## src/rtl/bhdr_rx.sv

```systemverilog
module bhdr_rx #(
  parameter logic [7:0] SYNC  = 8'h5A,
  parameter int         ERR_W = 8
) (
  input  logic                   clk,
  input  logic                   rst_n,
  input  logic                   hdr_valid,
  input  logic [33:0]            hdr_word,
  input  logic [7:0]             slot_cnt,
  output logic [3:0]             q_wr,
  output logic [95:0]            q_data,
  output logic [ERR_W-1:0]       frame_err_cnt,
  output logic [ERR_W-1:0]       par_err_cnt
);
  localparam int DEST_W = 2;
  localparam int NDEST  = 1 << DEST_W;
  localparam int PAY_W  = 18;
  localparam int REQ_W  = 24;
  localparam logic [ERR_W-1:0] CNT_MAX = '1;

  logic [PAY_W-1:0] pay;
  logic [7:0]       par_calc;
  logic             frame_ok, par_ok, accept;
  logic [NDEST-1:0] wr_d;
  logic [REQ_W-1:0] req_q;

  assign pay      = hdr_word[17:0];
  assign frame_ok = hdr_word[33:26] == SYNC;
  assign par_ok   = par_calc == hdr_word[25:18];
  assign accept   = hdr_valid && frame_ok && par_ok;

  always_comb begin
    par_calc = '0;
    for (int j = 0; j < PAY_W; j++) par_calc[j % 8] = par_calc[j % 8] ^ pay[j];
  end

  always_comb begin
    wr_d = '0;
    if (accept) wr_d[pay[17:16]] = 1'b1;
  end

  always_ff @(posedge clk) begin
    if (!rst_n) begin
      q_wr          <= '0;
      req_q         <= '0;
      frame_err_cnt <= '0;
      par_err_cnt   <= '0;
    end else begin
      q_wr <= wr_d;
      if (accept) req_q <= {slot_cnt, pay[11:7], pay[15:12], pay[4:1], pay[6:5], pay[0]};
      if (hdr_valid && !frame_ok && frame_err_cnt != CNT_MAX)
        frame_err_cnt <= frame_err_cnt + 1'b1;
      if (hdr_valid && frame_ok && !par_ok && par_err_cnt != CNT_MAX)
        par_err_cnt <= par_err_cnt + 1'b1;
    end
  end

  for (genvar q = 0; q < NDEST; q++) begin : g_slice
    assign q_data[q*REQ_W +: REQ_W] = req_q;
  end


  wr_onehot_chk: assert property (@(posedge clk) disable iff (!rst_n) $onehot0(q_wr));

  wr_after_valid_chk: assert property (@(posedge clk) disable iff (!rst_n)
    (|q_wr) |-> $past(hdr_valid));

  data_hold_chk: assert property (@(posedge clk) disable iff (!rst_n)
    !$stable(q_data) |-> (|q_wr));

  frame_drop_chk: assert property (@(posedge clk) disable iff (!rst_n)
    (hdr_valid && hdr_word[33:26] != SYNC) |=> (q_wr == '0));

  fe_step_chk: assert property (@(posedge clk) disable iff (!rst_n)
    !$stable(frame_err_cnt) |-> (frame_err_cnt == ERR_W'($past(frame_err_cnt) + 1'b1)));

  pe_step_chk: assert property (@(posedge clk) disable iff (!rst_n)
    !$stable(par_err_cnt) |-> (par_err_cnt == ERR_W'($past(par_err_cnt) + 1'b1)));

  fe_sat_chk: assert property (@(posedge clk) disable iff (!rst_n)
    (frame_err_cnt == CNT_MAX) |=> (frame_err_cnt == CNT_MAX));

  pe_sat_chk: assert property (@(posedge clk) disable iff (!rst_n)
    (par_err_cnt == CNT_MAX) |=> (par_err_cnt == CNT_MAX));
endmodule

```

## config.mk

```make
export PLATFORM = sky130hd
export DESIGN_NAME = bhdr_rx
export DESIGN_NICKNAME = d
export VERILOG_FILES = /design/src/rtl/bhdr_rx.sv
export SDC_FILE = /design/constraint.sdc
export NUM_CORES = 1
export LEC_CHECK = 0
export ABC_AREA = 1
export BUFFER_PORTS_ARGS = -buffer_cell sky130_fd_sc_hd__buf_2
export CORE_AREA = 2 2 83 85
export CTS_CLUSTER_SIZE = 40
export DETAILED_ROUTE_END_ITERATION = 10
export DIE_AREA = 0 0 85 87
export HOLD_SLACK_MARGIN = 0.03
export PLACE_DENSITY_LB_ADDON = 0.1
export SLEW_MARGIN = 20
export SYNTH_ARGS = -nofsm -noshare
export SYNTH_HDL_FRONTEND = slang
export SYNTH_SLANG_ARGS = --single-unit
```

## constraint.sdc

```tcl
create_clock -name clk -period 4.04 [get_ports clk]
set_input_delay 0.606 -clock clk [delete_from_list [all_inputs] [get_ports clk]]
set_output_delay 0.606 -clock clk [all_outputs]
set_load 0.02 [all_outputs]
```

==> impl_summary.md, run 1 <==
Placement
The placement-stage worst setup slack is 1768 ps. The placed wire-length estimate is 4818 µm. Once placement completed, the tool counted placed cells totaling 628. Once placement finished, the instance area stood at 3273 µm². The congestion estimate from routability-driven global placement came to 0.7608. The number of buffers inserted by port buffering is 160.

Final layout
From synthesis to final layout, the design area changed by 12.94%. The share of layout cells above drive strength 1 is 35.25%. For this run, the post-layout net count is 602. Measured on the finished design, the core utilization comes to 51.52%. After the flow finishes, the layout carries non-filler instances totaling 636. The finished cells cover 3385 µm². The repair_antennas step left the layout with diodes totalling 0.

STA
Clock skew on the completed layout was measured at 1.673 ps. Setup repair after global routing left no endpoint under its margin. The max-slew headroom at the worst pin is 55.00%.

After layout, the worst path uses 47.82% of the clock period. The count of final max-slew check failures is 0. The shortest period the worst path allows is 1932 ps. The accumulated negative setup slack is 0 ps. The number of failing hold endpoints at the final stage is 0. The transition time of the tightest slew-check pin is 674.9 ps.

The worst hold margin is 515.6 ps. The final critical-path setup slack is 2108 ps. Timing would allow up to 517.7 MHz.

Setup violations remaining at the end of the flow were counted as 0.

Worst setup path
The top fanout value on the critical path is 48. The critical-path cell with the highest stage delay is nand2_4. Data on the critical path arrives at its endpoint at 2160 ps.

STA puts the critical path data required time at 4270 ps. The stage delay of the slowest cell on the critical path is 320 ps. The source of the critical timing path is hdr_word[1]. The endpoint identified for the worst register-to-register timing path is frame_err_cnt[1]$_SDFFE_PN0P_.

Walking the worst path, the cells encountered are buf_2 -> nor2_1 -> inv_1 -> nand2_1 -> nand2_1 -> nand2_1 -> nand2_1 -> nor2_2 -> nand2_2 -> inv_2 -> nand2_4 -> nand2_1 -> nand2_1 -> nor2_1. The start-to-end type of the worst setup path is input pin to flop. STA classifies the critical path endpoint as a flop. The most numerous cell type found on the critical path is nand2_1. The cell count of the worst reg-to-reg path is 9.

The reg-to-reg startpoint is frame_err_cnt[0]$_SDFFE_PN0P_. The slack of the worst reg-to-reg path is 2290 ps. STA classifies the critical path startpoint as an input pin.

Logic synthesis
The share of the yosys chip area belonging to registers is 29.39%. The async set or reset register ratio after synthesis is 0%. The share of synthesized area in the top cell type comes to 29.39%.

The net count after synthesis is 517. The cell type with the highest aggregate area in the netlist is dfxtp_1. The register bit total from synthesis is 44. In the post-synthesis netlist, the biggest area contributors are dfxtp_1, buf_4, nand2_1.

The number of distinct library cell variants in the gate-level netlist after synthesis is 23. The area of the mapped netlist is 2997 µm². The mean post-synth cell area is 6.376 µm². In the synthesized netlist the dominant register cell turns out to be dfxtp_1. The synthesized instance count is 470. In the post-synthesis netlist, the cell with the most instances is nand2_1. The commonest cells after synthesis are nand2_1, buf_4, inv_1. The number of synthesized flops with an enable pin is 0.

During synthesis, Yosys emitted a total of 0 warnings.

Clocking
The number of buffers added for setup after CTS is 0. Clock tree synthesis found a total of 44 sinks. The clock reaches the later pin of the worst-skew pair after 290 ps. TritonCTS built the clock tree. Buffers inserted during clock tree synthesis total 5. The maximum clock insertion buffer count is 2. The H-tree depth is 2.

The number of hold-repair buffers added at the cts stage is 0. In this run the clock root is driven by a clkbuf_8. The clock transition at the registers of the reported paths is 90 ps. After clock tree synthesis, the repair step resized 0 gates.

Power and ir drop
Overall power consumption after layout is estimated at 0.8621 mW. The leakage component of the power is 2.205 nW. For this design the ratio of total power to cell area is 254.7 nW/µm². The worst-case IR drop observed on VDD is 0.1253 mV.

Hold path
The worst hold path passes through 2 cells. The beginning of the worst hold path is frame_err_cnt[4]$_SDFFE_PN0P_. The min-delay analysis places its worst path in the category flop to flop.

The worst hold endpoint is frame_err_cnt[4]$_SDFFE_PN0P_.

Floorplan
Measured along the y axis, the die boundary spans 87 µm. The total die area is 7395 µm². The region available for standard cell placement spans 6569 µm². The number of ports placed on the die boundary is 161.

After floorplanning, the core was divided into 30 placement rows. The effective utilization at floorplan is 45.62%. The die is 85 µm wide.

Detailed routing
The detailed-route via count is 2767. The average via count per standard cell is 4.351. In the final routed layout, each cell accounts on average for 10.03 µm. The final antenna-violating net count is 0.

The sum of routed wire length over all layers is 6378 µm. The number of DRC violations after detailed routing is 0. The count of routing violations after the opening detailed-route iteration is 95.

The total iterations of the first detailed-routing run is 4.

Global routing
The global-route usage over all layers is 16.61%. The number of antenna violations at the first check in global routing was 0. The first global-routing pass estimated 10090 µm of wire. The number of global-route vias before repair is 2329. Entering global routing, the biggest net connects 49 pins. Global routing finished with a remaining overflow of 0.

Status
The run finished with clean final reports.

Run
Max-cap violations in this run came to 0.
[critical path: cells and delay by family]
family	cells	cell delay [ps]
buffers and inverters	3	280
and+or+nand+nor	11	1250
[report_power, final]
group / switching, mW / total [mW] / internal (mW)
logic: 0.0493 / 0.0820 / 0.0327
clock network: 0.159 / 0.342 / 0.183
registers: 0.00304 / 0.438 / 0.435
[layer usage]
layer | vias up | wire length (µm) | global-route usage, %
li1 | 1487 | - | -
met1 | 1187 | 2767 | 19.76
met2 | 88 | 3108 | 29.83
met3 | 5 | 436 | 4.076
met4 | 0 | 65 | 4.473
met5 | - | 0 | 0
[sequential cells by signal, summed over array words and instances (netlist names)]
name and flops:
frame_err_cnt 8, q_wr 4, par_err_cnt 8, req_q 24
[cell usage in the layout, fill, tap and decap left out, types with 2 or more instances in the layout]
| cell type | n |
|---|---|
| xor2_1 | 4 |
| clkbuf_8 | 5 |
| nand4_1 | 5 |
| nor2_2 | 24 |
| nand2_1 | 137 |
| nand3_1 | 16 |
| ha_1 | 2 |
| inv_1 | 69 |
| a21oi_1 | 7 |
| nor4_1 | 4 |
| o21ai_0 | 2 |
| dfxtp_1 | 44 |
| nand3b_1 | 4 |
| nor2_1 | 56 |
| nor3_1 | 7 |
| buf_2 | 160 |
| inv_2 | 2 |
| xnor2_1 | 3 |
[kinds of logic (layout without fill, tap and decap cells)]
logic type,Yosys count,after routing,share of synthesized area (%)
AOI/OAI and AO/OA,9,9,1.503
DFF,44,44,29.39
and+or+nand+nor,255,255,36.49
buffers and inverters,153,239,29.73
adders and majority gates,2,2,0.8349
xor gates and xnor gates,7,7,2.046
[worst max-delay path by stage]
stage,end,slack [ps]
finish,req_q[4]$_SDFFE_PN0P_,2110
CTS,req_q[4]$_SDFFE_PN0P_,2080
detailed placement,req_q[6]$_SDFFE_PN0P_,1770
global placement,req_q[7]$_SDFFE_PN0P_,1820
floorplan,req_q[0]$_SDFFE_PN0P_,2330
global route,req_q[6]$_SDFFE_PN0P_,1850
[cell type report]
| class | count | area (µm²) |
|---|---|---|
| Multi-Input combinational cell | 273 | 1225 |
| Clock inverter | 3 | 42.54 |
| Timing Repair Buffer | 160 | 800.8 |
| Fill cell | 690 | 3184 |
| Sequential cell | 44 | 880.8 |
| Tap cell | 80 | 100.1 |
| Inverter | 71 | 266.5 |
| Clock buffer | 5 | 68.82 |
No activity file was read; power rests on OpenSTA's default activity.
==> run 2, diff against run 1 <==
Settings changed: CORE_AREA 2 2 83 85 to 2 2 84 86, DIE_AREA 0 0 85 87 to 0 0 86 88.
Clock period 4.04 ns to 2 ns, I/O delays scaled along.
==> run 2 against run 1 <==
Effect of this change: power is 98% higher; critical path depth is 5 lower; cell area is 0.30% higher; hold slack worse by 290 ps; combinational power is 100% higher; clock skew hardly changed; core utilization is 0.43 points lower; register-to-register slack worse by 2000 ps; sequential power is 100% higher; count of clock-buffer cells in the layout stayed put.
==> impl_summary.md, run 2 (same netlist as run 1, synthesis figures left out) <==
Status
Outcome: finished, final reports clean (unchanged).

Run
The number of max-cap violations is 0 (unchanged).

STA
The accumulated negative setup slack is 0 ps (unchanged). The max-slew headroom at the worst pin came to 60.82% (was 55.00%). The transition time of the tightest slew-check pin is 587.1 ps (was 674.9 ps). Setup repair after global routing missed its margin: false (unchanged). The worst hold margin came to 224.2 ps (was 515.6 ps).

The number of failing hold endpoints at the final stage is 0 (unchanged). The final critical-path setup slack is 316.6 ps (was 2108 ps). The worst-case clock skew is 1.375 ps (was 1.673 ps). The count of final max-slew check failures is 0 (unchanged). The top achievable clock speed is 594.0 MHz. The shortest period the worst path allows is 1683 ps. The number of endpoints failing setup at the final stage is 0 (unchanged).

The final cycle utilization of the critical path is 84.17%.

Floorplan
The total die area was 7568 µm² (was 7395 µm²). The number of ports placed on the die boundary is 161 (unchanged). The height of the die is 88 µm (was 87 µm). The number of cell rows is 30 (unchanged).

The area of the core region is 6644 µm² (was 6569 µm²). The horizontal die dimension is 86 µm (was 85 µm). The effective utilization at floorplan came to 45.10% (was 45.62%).

Final layout
The area growth from synthesis to final layout is 13.28% (was 12.94%). Registers with the most flip-flops: req_q (24), frame_err_cnt (8), par_err_cnt (8) (unchanged). The share of layout cells above drive strength 1 is 35.37% (was 35.25%). Commonest cells after routing, fill and taps aside: buf_2, nand2_1, inv_1 (unchanged).

The number of flip-flops under the largest register name is 24 (unchanged). The antenna diode count was 0 (unchanged). The filler-free cell count of the finished design is 637 (was 636). The register with the most flip-flops is req_q (unchanged). The number of nets in the finished design is 605 (was 602). The commonest non-fill, non-tap cell in the layout is buf_2 (unchanged). The fraction of the core area covered by cells at the end of the flow is 51.09% (was 51.52%).

Placement
The placed cell count came to 631 (was 628). The placed wire-length estimate is 4832 µm (was 4818 µm). The placement-stage worst setup slack is 200.6 ps (was 1768 ps). The final weighted congestion in routability-driven placement is 0.8329 (was 0.7608). The number of buffers inserted by port buffering was 160 (unchanged).

Global routing
The global route total overflow is 0 (unchanged). The number of antenna violations at the first check in global routing is 0 (unchanged). The pin count of the biggest net entering global routing is 49 (unchanged). The wire length of the first global-routing pass was 9798 µm (was 10090 µm).

The number of global-route vias before repair is 2198 (was 2329). The global-route usage over all layers is 15.98% (was 16.61%).

Clocking
The H-tree depth was 2 (unchanged). The total clock sinks is 44 (unchanged). The number of buffers added for setup after CTS is 0 (unchanged).

The maximum clock insertion buffer count is 2 (unchanged). The clock insertion delay at the later pin of the skew report is 290 ps (about the same). The clock tree from TritonCTS is yes (unchanged).

The clock transition at the registers of the reported paths is 80 ps (was 90 ps). The number of hold-repair buffers added at the cts stage is 0 (unchanged). The count of cells resized by post-cts repair was 0 (unchanged). The number of CTS-inserted buffers is 5 (unchanged). The clock tree root buffer cell is clkbuf_8 (unchanged).

Worst setup path
The top fanout value on the critical path is 10 (was 48). The data arrival time of the worst path came to 1910 ps (was 2160 ps). The type of origin of the critical path is a flop (was input pin). The start-to-end type of the worst setup path is flop to flop (was input pin to flop). The data required time at the worst endpoint was 2230 ps (was 4270 ps).

The category of the worst setup path capture point is a flop (unchanged).

Detailed routing
The total iterations of the first detailed-routing run is 5 (was 4). The final antenna-violating net count is 0 (unchanged). The count of routing violations after the opening detailed-route iteration is 74 (was 95). The detailed-route via count is 2776 (was 2767). The number of DRC violations after detailed routing is 0 (unchanged).

The average via count per standard cell was 4.358 (was 4.351). The routed wirelength normalized by instance count came to 9.900 µm (was 10.03 µm). The sum of routed wire length over all layers is 6306 µm (was 6378 µm).

Power and ir drop
The leakage component of the power is 2.216 nW (was 2.205 nW). The peak supply drop was 0.3009 mV (was 0.1253 mV). The power density of the placed cells is 503.1 nW/µm² (was 254.7 nW/µm²).

Hold path
The worst min-delay path class is input pin to flop (was flop to flop).
## run 2: cell types whose count changed in the layout (fill, tap and decap cells not counted)
cell        previous run  this run
buf_4                  0         3
clkinv_2               1         0
clkinvlp_4             1         0
## run 2: per-stage QoR
step	power [mW]	area [µm²]
final	1.708	3395
after global routing	1.803	3395
after CTS	1.737	3395
after detailed placement	1.073	3296
after global placement	1.071	3296
after floorplan	0.9918	2997
## run 2: power breakdown
group / internal, mW / total (mW) / switching (mW)
sequential: 0.879 / 0.885 / 0.00603
clock: 0.359 / 0.657 / 0.298
combinational: 0.0674 / 0.166 / 0.0984
total: 1.31 / 1.71 / 0.402
## run 2: layer usage
| layer | vias up | routed length, µm | track usage (%) |
|---|---|---|---|
| met4 | 0 | 60 | 4.329 |
| li1 | 1491 | - | - |
| met2 | 93 | 3079 | 28.05 |
| met1 | 1186 | 2715 | 19.74 |
| met5 | - | 0 | 0 |
| met3 | 6 | 450 | 3.582 |
## run 2: worst paths after layout
check,slack (ps),cells past startpoint,endpoint,from
max,320,9,frame_err_cnt[3]$_SDFFE_PN0P_,frame_err_cnt[0]$_SDFFE_PN0P_
min reg2reg,500,2,frame_err_cnt[4]$_SDFFE_PN0P_,frame_err_cnt[4]$_SDFFE_PN0P_
max reg2reg,320,9,frame_err_cnt[3]$_SDFFE_PN0P_,frame_err_cnt[0]$_SDFFE_PN0P_
min,220,3,req_q[19]$_SDFFE_PN0P_,slot_cnt[3]
## run 2: cell type report
type	count	area [µm²]
Clock inverter	1	30.03
Timing Repair Buffer	163	823.3
Clock buffer	5	68.82
Inverter	71	266.5
Multi-Input combinational cell	273	1225
Fill cell	702	3249
Sequential cell	44	880.8
Tap cell	80	100.1
## run 2: worst max-delay path, stage by stage (launching register included)
cell     delay (ps)
dfxtp_1         420
ha_1            240
nand3_1          90
nor2_1          160
inv_1            50
nor2_1          130
nor2_2          120
inv_1           190
nand2_1          80
a21oi_1         120
==> run 3, diff against run 2 <==
Settings changed: CORE_AREA 2 2 84 86 to 2 2 89 91, DIE_AREA 0 0 86 88 to 0 0 91 93.
Clock period 2 ns to 1.5 ns, I/O delays scaled along.
==> run 3 against run 2 <==
Effect of this change: count of clock-buffer cells in the layout unchanged; register-to-register slack worse by 170 ps; worst setup slack worse by 170 ps; sequential cell count unchanged; global-route usage is 0.50 points lower; fmax up 24%; clock skew is 0.53 ps lower; sequential share of layout area is 1.3 points lower; sequential power is 33% higher; combinational power grew 51%; cell area increased by 6.0%; largest cell class unchanged.
==> impl_summary.md, run 3 (same netlist as run 1, synthesis figures left out) <==
Status
Outcome: finished, final reports clean (unchanged).

Detailed routing
The average via count per standard cell is 4.150 (was 4.358). The routed wirelength normalized by instance count is 9.624 µm (was 9.900 µm). The detailed-route via count is 2822 (was 2776). The count of routing violations after the opening detailed-route iteration is 41 (was 74). The final antenna-violating net count is 0 (unchanged). The total iterations of the first detailed-routing run is 4 (was 5).

The sum of routed wire length over all layers is 6544 µm (was 6306 µm). The number of DRC violations after detailed routing is 0 (unchanged).

Hold path
The worst min-delay path class is input pin to flop (unchanged). The worst hold endpoint is req_q[19]$_SDFFE_PN0P_ (unchanged). The beginning of the worst hold path was slot_cnt[3] (unchanged). The worst hold path depth is 3 (unchanged).

Clocking
The clock transition at the registers of the reported paths came to 80 ps (about the same). The H-tree depth is 2 (unchanged). The number of buffers added for setup after CTS is 0 (unchanged). The clock tree root buffer cell was clkbuf_8 (unchanged). The maximum clock insertion buffer count is 2 (unchanged). The number of CTS-inserted buffers came to 5 (unchanged). The clock tree from TritonCTS is yes (unchanged). The number of hold-repair buffers added at the cts stage is 0 (unchanged). The clock insertion delay at the later pin of the skew report is 290 ps (about the same). The total clock sinks is 44 (unchanged).

Worst setup path
The family of cells with the greatest summed delay on the critical path is simple AND/OR/NAND/NOR gates (unchanged). The cell count of the worst reg-to-reg path is 9 (unchanged). The reg-to-reg startpoint is frame_err_cnt[0]$_SDFFE_PN0P_ (unchanged). The stage delay of the slowest cell on the critical path was 330 ps (was 420 ps). The capture instance of the worst register-to-register path is frame_err_cnt[1]$_SDFFE_PN0P_ (was frame_err_cnt[3]$_SDFFE_PN0P_). The top fanout value on the critical path was 9 (was 10). The data arrival time of the worst path is 1550 ps (was 1910 ps). The type of origin of the critical path was a flop (unchanged). Critical path cell sequence: ha_1 -> nand3_1 -> nor2_2 -> inv_1 -> nor2_2 -> nor2_2 -> buf_4 -> o21ai_1 -> nor2_1 (was ha_1 -> nand3_1 -> nor2_1 -> inv_1 -> nor2_1 -> nor2_2 -> inv_1 -> nand2_1 -> a21oi_1). The data required time at the worst endpoint is 1700 ps (was 2230 ps). The most used cell along the critical path is nor2_2. The category of the worst setup path capture point is a flop (unchanged). The slack of the worst reg-to-reg path came to 140 ps (was 320 ps). The start-to-end type of the worst setup path is flop to flop (unchanged). The critical-path cell with the highest stage delay is dfxtp_2 (was dfxtp_1). The number of buffers and inverters on the critical path is 2 (unchanged). The source of the critical timing path is frame_err_cnt[0]$_SDFFE_PN0P_ (unchanged).

Final layout
Registers with the most flip-flops: req_q (24), frame_err_cnt (8), par_err_cnt (8) (unchanged). The number of flip-flops under the largest register name is 24 (unchanged). The fraction of the core area covered by cells at the end of the flow is 47.82% (was 51.09%). The share of layout cells above drive strength 1 is 39.97% (was 35.37%). The register with the most flip-flops is req_q (unchanged). The total area of sequential cells is 888.4 µm² (was 880.8 µm²).

The number of nets in the finished design is 625 (was 605). Commonest cells after routing, fill and taps aside: buf_2, nand2_1, inv_1 (unchanged). The count of filler cells inserted in the layout came to 850 (was 702). The area used by multi-input combinational logic came to 1250 µm² (was 1225 µm²). The area growth from synthesis to final layout is 20.13% (was 13.28%). The antenna diode count is 0 (unchanged). The commonest non-fill, non-tap cell in the layout is buf_2 (unchanged).

Floorplan
The total die area is 8463 µm² (was 7568 µm²). The number of ports placed on the die boundary came to 161 (unchanged). The number of cell rows is 32 (was 30).

The area of the core region was 7527 µm² (was 6644 µm²). The height of the die is 93 µm (was 88 µm). The horizontal die dimension is 91 µm (was 86 µm). The effective utilization at floorplan is 39.81% (was 45.10%).

Placement
The placed wire-length estimate is 5272 µm (was 4832 µm). The placement-stage worst setup slack is -36.53 ps (was 200.6 ps). The final weighted congestion in routability-driven placement is 0.7868 (was 0.8329). The number of buffers inserted by port buffering came to 160 (unchanged).

STA
The worst-case clock skew is 0.8486 ps (was 1.375 ps). The top achievable clock speed is 736.4 MHz (was 594.0 MHz). The number of failing hold endpoints at the final stage is 0 (unchanged). The max-slew headroom at the worst pin is 73.64% (was 60.82%). The shortest period the worst path allows came to 1358 ps (was 1683 ps).

The transition time of the tightest slew-check pin is 395.4 ps (was 587.1 ps). The final cycle utilization of the critical path is 90.53% (was 84.17%). Setup repair after global routing missed its margin: false (unchanged).

The number of endpoints failing setup at the final stage is 0 (unchanged). The accumulated negative setup slack is 0 ps (unchanged). The final critical-path setup slack is 142.1 ps (was 316.6 ps). The worst hold margin is 144.5 ps (was 224.2 ps). The count of final max-slew check failures is 0 (unchanged).

Power and ir drop
The power density of the placed cells is 595.4 nW/µm² (was 503.1 nW/µm²). The leakage component of the power is 2.308 nW (was 2.216 nW). The peak supply drop was 0.2904 mV (was 0.3009 mV). The total power draw is 2.143 mW (was 1.708 mW).

Run
The number of max-cap violations came to 0 (unchanged).

Global routing
The layer carrying the most global-route usage is met2 (unchanged). The wire length of the first global-routing pass is 10830 µm (was 9798 µm). The number of antenna violations at the first check in global routing came to 0 (unchanged).

The number of global-route vias before repair is 2500 (was 2198). The global-route track usage on met3 is 4.674% (was 3.582%). The pin count of the biggest net entering global routing is 31 (was 49). The met1 track demand over resource was 17.20% (was 19.74%). The met2 track demand over resource came to 28.64% (was 28.05%). The global-route usage over all layers is 15.48% (was 15.98%). The global route total overflow is 0 (unchanged).
run 3: cell types whose count changed in the layout (fill, tap and decap cells not counted), sizes merged:
cell	delta
clkinvlp	+1
buf	+20
bufinv	-1
clkinv	+1
run 3: repair_timing:
item / CTS / global route
endpoints found under the setup margin: 0 / 14
resized for setup: 0 / 14
endpoints found under the hold margin: 0 / 0
run 3: layout make-up:
type | instances | area share, %
inverters | 71 | 7.404
repair buffers | 183 | 27.39
clock inverters | 2 | 0.3476
multi-input cells | 273 | 34.72
clock buffers | 5 | 1.912
well taps | 102 | 3.545
flip-flops and latches | 44 | 24.68
run 3: routing by layer:
layer	share of wire (%)	wire length [µm]	up-vias
met5	0	0	-
met1	43	2816	1185
met4	0.78	51	0
met2	48	3136	98
met3	8.3	540	4
li1	-	-	1535
run 3: per-stage QoR:
stage	area, µm²	std cells
final	3600	680
after global routing	3600	680
after CTS	3570	680
after detailed placement	3488	673
after global placement	3488	673
after floorplan	2999	470
run 3: worst max-delay path by stage:
| stage | to | cells past startpoint |
|---|---|---|
| after floorplan | par_err_cnt[4]$_SDFFE_PN0P_ | 9 |
| final | frame_err_cnt[1]$_SDFFE_PN0P_ | 9 |
| after detailed placement | req_q[1]$_SDFFE_PN0P_ | 15 |
| after global placement | par_err_cnt[0]$_SDFFE_PN0P_ | 9 |
| after global routing | frame_err_cnt[1]$_SDFFE_PN0P_ | 9 |
| after CTS | par_err_cnt[4]$_SDFFE_PN0P_ | 9 |
run 3: worst min-delay path, delay by kind of cell:
| kind | cells | cell delay [ps] |
|---|---|---|
| simple gates | 2 | 110 |
| buf+inv | 1 | 70 |
run 3: where the power goes:
group	switching, mW	internal, mW	total [mW]
clock network	0.402	0.316	0.717
registers	0.00304	1.17	1.18
logic	0.142	0.108	0.250
total	0.547	1.60	2.14
